===== config.mk =====
export PLATFORM = sky130hd
export DESIGN_NAME = des_iter_core
export DESIGN_NICKNAME = d
export VERILOG_FILES = /design/src/rtl/des_pkg.sv /design/src/rtl/des_sbox_rom.sv /design/src/rtl/des_round_ctrl.sv /design/src/rtl/des_feistel_dp.sv /design/src/rtl/des_iter_core.sv
export SDC_FILE = /design/constraint.sdc
export NUM_CORES = 1
export LEC_CHECK = 0
export BUFFER_PORTS_ARGS = -buffer_cell sky130_fd_sc_hd__clkbuf_2
export CORE_ASPECT_RATIO = 0.6
export CORE_MARGIN = 2
export CORE_UTILIZATION = 40
export CTS_BUF_LIST = sky130_fd_sc_hd__clkbuf_8
export DETAILED_ROUTE_END_ITERATION = 10
export SYNTH_ARGS = -nofsm -noshare
export SYNTH_HDL_FRONTEND = slang
export SYNTH_SLANG_ARGS = --single-unit

===== constraint.sdc =====
create_clock -name clk -period 3.25 [get_ports clk]
set_input_delay 0.325 -clock clk [delete_from_list [all_inputs] [get_ports clk]]
set_output_delay 0.325 -clock clk [all_outputs]
set_load 0.03 [all_outputs]

===== src/rtl/des_pkg.sv =====
package des_pkg;

    localparam int BLK_W    = 64;
    localparam int HALF_W   = BLK_W / 2;
    localparam int KEY_W    = 48;
    localparam int SB_IN    = 6;
    localparam int SB_OUT   = 4;
    localparam int NUM_SBOX = KEY_W / SB_IN;
    localparam int NUM_ROM  = NUM_SBOX / 2;
    localparam int SB_DEPTH = 1 << SB_IN;
    localparam int TAB_W    = SB_DEPTH * SB_OUT;

    typedef enum logic [1:0] {
        ST_IDLE,
        ST_ROUNDS,
        ST_LAST
    } round_state_t;

    // Each table: entry (row*16 + col) sits in nibble e counted from the MSB.
    localparam logic [TAB_W-1:0] SBOX_TAB [NUM_SBOX] = '{
        256'hE4D12FB83A6C5907_0F74E2D1A6CB9538_41E8D62BFC973A50_FC8249175B3EA06D,
        256'hF18E6B34972DC05A_3D47F28EC01A69B5_0E7BA4D158C6932F_D8A13F42B67C05E9,
        256'hA09E63F51DC7B428_D709346A285ECBF1_D6498F30B12C5AE7_1AD069874FE3B52C,
        256'h7DE3069A1285BC4F_D8B56F03472C1AE9_A690CB7DF13E5284_3F06A1D8945BC72E,
        256'h2C417AB6853FD0E9_EB2C47D150FA3986_421BAD78F9C5630E_B8C71E2D6F09A453,
        256'hC1AF92680D34E75B_AF427C9561DE0B38_9EF528C3704A1DB6_432C95FABE17608D,
        256'h4B2EF08D3C975A61_D0B7491AE35C2F86_14BDC37EAF680592_6BD814A7950FE23C,
        256'hD2846FB1A93E50C7_1FD8A374C56B0E92_7B419CE206ADF358_21E74A8DFC90356B
    };

    localparam int P_TAB [HALF_W] = '{
        16,  7, 20, 21, 29, 12, 28, 17,  1, 15, 23, 26,  5, 18, 31, 10,
         2,  8, 24, 14, 32, 27,  3,  9, 19, 13, 30,  6, 22, 11,  4, 25
    };

    // Source bit (1 = MSB) feeding output bit i of the initial permutation.
    function automatic int ip_src(input int i);
        int r;
        int c;
        r = (i - 1) / 8;
        c = (i - 1) % 8;
        if (r < 4) return 58 + 2 * r - 8 * c;
        return 57 + 2 * (r - 4) - 8 * c;
    endfunction

    function automatic logic [BLK_W-1:0] init_perm(input logic [BLK_W-1:0] x);
        logic [BLK_W-1:0] o;
        o = '0;
        for (int i = 1; i <= BLK_W; i++) o[BLK_W-i] = x[BLK_W-ip_src(i)];
        return o;
    endfunction

    function automatic logic [BLK_W-1:0] final_perm(input logic [BLK_W-1:0] x);
        logic [BLK_W-1:0] o;
        o = '0;
        for (int i = 1; i <= BLK_W; i++) o[BLK_W-ip_src(i)] = x[BLK_W-i];
        return o;
    endfunction

    function automatic logic [KEY_W-1:0] expand(input logic [HALF_W-1:0] x);
        logic [KEY_W-1:0] o;
        int s;
        o = '0;
        for (int j = 1; j <= KEY_W; j++) begin
            s = 4 * ((j - 1) / SB_IN) + ((j - 1) % SB_IN);
            if (s == 0) s = HALF_W;
            if (s > HALF_W) s = 1;
            o[KEY_W-j] = x[HALF_W-s];
        end
        return o;
    endfunction

    function automatic logic [HALF_W-1:0] p_perm(input logic [HALF_W-1:0] x);
        logic [HALF_W-1:0] o;
        o = '0;
        for (int i = 1; i <= HALF_W; i++) o[HALF_W-i] = x[HALF_W-P_TAB[i-1]];
        return o;
    endfunction

    function automatic logic [SB_OUT-1:0] sbox_val(input int idx, input logic [SB_IN-1:0] a);
        int e;
        e = 16 * int'({a[5], a[0]}) + int'(a[4:1]);
        return SBOX_TAB[idx][TAB_W-1-SB_OUT*e -: SB_OUT];
    endfunction

endpackage


===== src/rtl/des_sbox_rom.sv =====
module des_sbox_rom
    import des_pkg::*;
#(
    parameter int FIRST = 0
) (
    input  logic              clk,
    input  logic              en,
    input  logic [SB_IN-1:0]  addr_a,
    input  logic [SB_IN-1:0]  addr_b,
    output logic [SB_OUT-1:0] q_a,
    output logic [SB_OUT-1:0] q_b
);

    // Two tables per ROM, one per port; outputs are registered.
    always_ff @(posedge clk) begin
        if (en) begin
            q_a <= sbox_val(FIRST, addr_a);
            q_b <= sbox_val(FIRST + 1, addr_b);
        end
    end

endmodule


===== src/rtl/des_round_ctrl.sv =====
module des_round_ctrl
    import des_pkg::*;
#(
    parameter int ROUNDS = 16
) (
    input  logic clk,
    input  logic rst,
    input  logic load,
    output logic capture,
    output logic advance,
    output logic finish,
    output logic done
);

    localparam int CNT_W = $clog2(ROUNDS + 1);
    localparam int LAT_W = $clog2(ROUNDS + 3);

    round_state_t           state;
    logic [CNT_W-1:0]       cnt;

    // State register process.
    always_ff @(posedge clk) begin
        if (rst) begin
            state <= ST_IDLE;
            cnt   <= '0;
        end else begin
            unique case (state)
                ST_IDLE: begin
                    if (load) begin
                        state <= ST_ROUNDS;
                        cnt   <= CNT_W'(1);
                    end
                end
                ST_ROUNDS: begin
                    if (cnt == CNT_W'(ROUNDS - 1)) state <= ST_LAST;
                    else                           cnt   <= cnt + 1'b1;
                end
                ST_LAST: begin
                    state <= ST_IDLE;
                    cnt   <= '0;
                end
                default: state <= ST_IDLE;
            endcase
        end
    end

    // Output process.
    always_comb begin
        capture = 1'b0;
        advance = 1'b0;
        finish  = 1'b0;
        unique case (state)
            ST_IDLE:   capture = load;
            ST_ROUNDS: advance = 1'b1;
            ST_LAST:   finish  = 1'b1;
            default:   capture = 1'b0;
        endcase
    end

    always_ff @(posedge clk) begin
        if (rst) done <= 1'b0;
        else     done <= finish;
    end

    // Checker counter: edges since the capturing edge, saturating.
    logic [LAT_W-1:0] lat;
    always_ff @(posedge clk) begin
        if (rst)                          lat <= '0;
        else if (capture)                 lat <= LAT_W'(1);
        else if (lat != '0 && lat != LAT_W'(ROUNDS + 2)) lat <= lat + 1'b1;
    end

    // done appears exactly ROUNDS edges after capture
    a_r3_latency: assert property (@(posedge clk) disable iff (rst)
        done |-> lat == LAT_W'(ROUNDS + 1));

    // done is a single-cycle pulse
    a_r3_done_pulse: assert property (@(posedge clk) disable iff (rst)
        done |=> !done);

    // round count stays inside the key window while rounds run
    a_r2_cnt_range: assert property (@(posedge clk) disable iff (rst)
        state == ST_ROUNDS |-> (cnt >= CNT_W'(1) && cnt <= CNT_W'(ROUNDS - 1)));

    // controller is idle, ready for a new block, whenever done is high
    a_r9_idle_at_done: assert property (@(posedge clk) disable iff (rst)
        done |-> state == ST_IDLE);

endmodule


===== src/rtl/des_feistel_dp.sv =====
module des_feistel_dp
    import des_pkg::*;
(
    input  logic             clk,
    input  logic             rst,
    input  logic             capture,
    input  logic             advance,
    input  logic             finish,
    input  logic [BLK_W-1:0] block_in,
    input  logic [KEY_W-1:0] round_key,
    output logic [BLK_W-1:0] block_out
);

    logic [HALF_W-1:0] half_a;     // left half of the previous round
    logic [HALF_W-1:0] half_b;     // right half of the previous round
    logic [BLK_W-1:0]  ip_val;
    logic [HALF_W-1:0] sbx;        // registered S-box outputs (round register)
    logic [HALF_W-1:0] r_next;
    logic [HALF_W-1:0] r_src;
    logic [KEY_W-1:0]  mix;
    logic [SB_OUT-1:0] nib [NUM_SBOX];
    logic              rom_en;

    assign ip_val = init_perm(block_in);
    assign r_next = half_a ^ p_perm(sbx);
    assign r_src  = capture ? ip_val[HALF_W-1:0] : r_next;
    assign mix    = expand(r_src) ^ round_key;
    assign rom_en = capture | advance;

    generate
        for (genvar p = 0; p < NUM_ROM; p++) begin : g_rom
            des_sbox_rom #(.FIRST(2 * p)) u_rom (
                .clk    (clk),
                .en     (rom_en),
                .addr_a (mix[KEY_W-1-2*SB_IN*p -: SB_IN]),
                .addr_b (mix[KEY_W-1-SB_IN-2*SB_IN*p -: SB_IN]),
                .q_a    (nib[2*p]),
                .q_b    (nib[2*p+1])
            );
        end
    endgenerate

    always_comb begin
        for (int g = 0; g < NUM_SBOX; g++) sbx[HALF_W-1-SB_OUT*g -: SB_OUT] = nib[g];
    end

    always_ff @(posedge clk) begin
        if (rst) begin
            half_a    <= '0;
            half_b    <= '0;
            block_out <= '0;
        end else begin
            if (capture) begin
                half_a <= ip_val[BLK_W-1:HALF_W];
                half_b <= ip_val[HALF_W-1:0];
            end else if (advance) begin
                half_a <= half_b;
                half_b <= r_next;
            end
            if (finish) block_out <= final_perm({r_next, half_b});
        end
    end

endmodule


===== src/rtl/des_iter_core.sv =====
module des_iter_core
    import des_pkg::*;
#(
    parameter int ROUNDS = 16
) (
    input  logic             clk,
    input  logic             rst,
    input  logic             load,
    input  logic [BLK_W-1:0] block_in,
    input  logic [KEY_W-1:0] round_key,
    output logic [BLK_W-1:0] block_out,
    output logic             done
);

    logic capture;
    logic advance;
    logic finish;

    des_round_ctrl #(.ROUNDS(ROUNDS)) u_ctrl (
        .clk     (clk),
        .rst     (rst),
        .load    (load),
        .capture (capture),
        .advance (advance),
        .finish  (finish),
        .done    (done)
    );

    des_feistel_dp u_dp (
        .clk       (clk),
        .rst       (rst),
        .capture   (capture),
        .advance   (advance),
        .finish    (finish),
        .block_in  (block_in),
        .round_key (round_key),
        .block_out (block_out)
    );

    // the result only moves together with a done pulse
    a_r8_result_hold: assert property (@(posedge clk) disable iff (rst)
        !done |-> $stable(block_out));

endmodule


==> results.toml <==
[outcome]
outcome = "finished, final reports clean"

[power_and_ir_drop]
switching_share_pct = 47.3
power.net_switching_mw = 6.89
seq_power_share_pct = 20.3
p_comb_share_pct = 69.1
power_mw = 14.6
powerDensity_nw_per_um2 = 956
internal_power_mw = 7.67
clockPowerShare_pct = 10.6
p_leak_nw = 6.24
ir_worst_vdd_mv = 0.326

[clocking]
ctsLongestPathBuffers = 2
clock_latency_ns = 0.50
cts-htree-levels = 4
clk_pin_slew_ns = 0.10
cts_sinks = 168
cts_tree = "built"
cts_buffers = 17
clockRootBuffer = "clkbuf_8"

[detailed_routing]
vias_per_cell = 5.55
vias = 11700
first_pass_iters = 6
wl_per_cell_um = 19.0
drc = 0
wirelength_mm = 40.0
drt_iter0_markers = 1126
postRouteAntennaNets = 0

[setup_path]
critPathArrivalTime_ns = 3.37
critPathCaptureType = "flip-flop"
crit_type = "flip-flop to flip-flop"
start_kind = "flip-flop"
crit_required_ns = 3.47
critPathMaxFanout = 20

[logic_synthesis]
postSynthAreaPerCell_um2 = 8.73
async_reset_ff_share_pct = 0
synth_area_um2 = 12700
synth_edf_count = 32
syn_inst = 1459
synth_nets = 1643
synth_flop_cell = "dfxtp_1"
ys_seq_elements = 168
synth_cell_types = 77
ys_seq_area_share_pct = 28.9
yosys_warnings = 0

[finish]
layout_commonest_cell = "nor2_1"
final_cell_mix = "nor2_1, clkbuf_2, dfxtp_1"
n_antenna_cell = 0
nNetsFinal = 1865
layout-drive-gt1-share_pct = 26.3
synthToLayoutAreaGrowth_pct = 19.6

[sta]
max_freq_mhz = 317
hold_viol = 0
setup_viol = 0
finalCritPeriodShare_pct = 97.0
slew_viol_final = 0
worst_slew_pin_slew_ns = 0.764
skew_ns = 0.0217
fin_ws_ns = 0.0968
period_minus_slack_ns = 3.15
slew-limit-headroom_pct = 48.9

[hold_path]
min_path_type = "input pin to flip-flop"

[placed_design]
post-dp-hpwl_mm = 29.8
io_buffer_count = 179
pre_cts_ws_ns = 0.0329
place.gp.congestion = 0.942

[floorplanning]
placementRows = 50
die_w_um = 234
io-pin-count = 180
fp.dieH_um = 142
dieArea_um2 = 33300
initial_utilization_pct = 40.7
core_um2 = 31300

[global_routing]
antenna_found_initial = 0
gr-total-overflow = 0
grt_usage_pct = 23.5
grt_pass1_vias = 10400
grt_pass1_wl_mm = 61.0
grt_max_degree = 66

[job]
drv_cap = 0
==> cells in the mapped netlist, types with 14 or more instances <==
cell type | count | area [um2]
nor3_1 | 34 | 170
a211oi_1 | 123 | 923
clkbuf_1 | 44 | 165
inv_1 | 55 | 206
o211ai_1 | 21 | 158
buf_1 | 14 | 52.6
a21oi_1 | 80 | 400
nand2_1 | 68 | 255
mux2_4 | 16 | 240
xnor2_2 | 16 | 260
mux2i_1 | 104 | 1040
ha_1 | 69 | 863
xnor2_1 | 63 | 552
buf_2 | 23 | 115
dfxtp_1 | 136 | 2720
nor2_1 | 245 | 920
nand3_1 | 21 | 105
mux2_2 | 21 | 236
o21ai_0 | 49 | 245
xor2_1 | 24 | 210
edfxtp_1 | 32 | 961
xor2_2 | 14 | 228
==> logic make-up after synthesis <==
kind of cell | Yosys count | share of synthesized area (%)
buffers and inverters | 157 | 5.50
adders and majority gates | 70 | 6.86
xor gates and xnor gates | 126 | 11.8
DFF | 168 | 28.9
muxes | 145 | 12.6
AOI/OAI and AO/OA | 382 | 20.7
and+or+nand+nor | 411 | 13.7
==> layer usage <==
metal  routed length [um]  share of wire [%]  global-route usage (%)  up-vias
li1                     -                  -                       -     5722
met4                  504                1.3                    4.67        0
met2                16200                 40                    32.1      392
met5                    0                  0                       0        -
met1                20900                 52                    37.5     5568
met3                 2460                6.1                    4.41       25
==> stage by stage <==
stage	hold slack [ns]	util (%)	cell area (um2)	TNS, ns	cells
2_1_floorplan	0.460	-	12700	0	1459
3_3_place_gp	0.472	46.7	14600	0	2069
3_5_place_dp	0.477	46.7	14600	0	2069
4_1_cts	0.0263	48.0	15000	0	2101
5_1_grt	0.0423	48.7	15200	-0.0889	2110
6_report	0.0670	48.7	15200	0	2110
==> timing repair <==
item | in CTS | in global routing
hold buffers | 0 | 0
setup buffers | 0 | 7
gates resized for setup | 0 | 26
setup endpoints to repair | 0 | 16
==> power groups by stage <==
stage	logic (mW)	registers, mW	clock network, mW
4_1_cts	9.68	2.96	1.59
6_report	10.1	2.95	1.54
3_3_place_gp	9.74	3.01	0
2_1_floorplan	6.88	2.84	0
3_5_place_dp	9.62	3.00	0
5_1_grt	11.0	2.99	1.65
==> state kept, by name (all words and copies together), names as in the netlist <==
signal,flops
u_dp.block_out,64
u_dp.half_a,32
u_dp.half_b,32
u_dp.g_rom.u_rom.q_a,16
u_dp.g_rom.u_rom.q_b,16
u_ctrl.cnt,5
u_ctrl.state,2
u_ctrl.done,1
==> worst paths after layout <==
kind | start | end | slack [ns] | cells after the start
worst max-delay path | u_ctrl.state[1]$_SDFFE_PP0P_ | u_dp.g_rom[3].u_rom.q_b[3]$_DFFE_PP_ | 0.1 | 14
worst min-delay path | block_in[19] | u_dp.half_b[13]$_SDFFE_PP0P_ | 0.07 | 3
worst max register to register | u_ctrl.state[1]$_SDFFE_PP0P_ | u_dp.g_rom[3].u_rom.q_b[3]$_DFFE_PP_ | 0.1 | 14
worst min register to register | u_dp.block_out[38]$_SDFFE_PP0P_ | u_dp.block_out[38]$_SDFFE_PP0P_ | 0.49 | 2
==> cell type report <==
type	count	area, um2
clock inverters	14	135
multi-input cells	1134	8500
inverters	60	225
flip-flops and latches	168	3680
fillers	3023	16100
well taps	416	520
repair buffers	300	1920
clock buffers	18	248
==> worst max-delay path: stages, from the launching register on <==
cell,delay [ns]
dfxtp_1,0.37
inv_1,0.07
ha_2,0.20
nand2_4,0.17
buf_12,0.19
mux2_2,0.37
xnor2_2,0.18
inv_2,0.08
buf_4,0.17
ha_1,0.16
inv_1,0.05
mux2i_1,0.18
mux2i_1,0.11
a2111oi_1,0.45
a211oi_1,0.09
No activity file was read; power rests on OpenSTA's default activity.
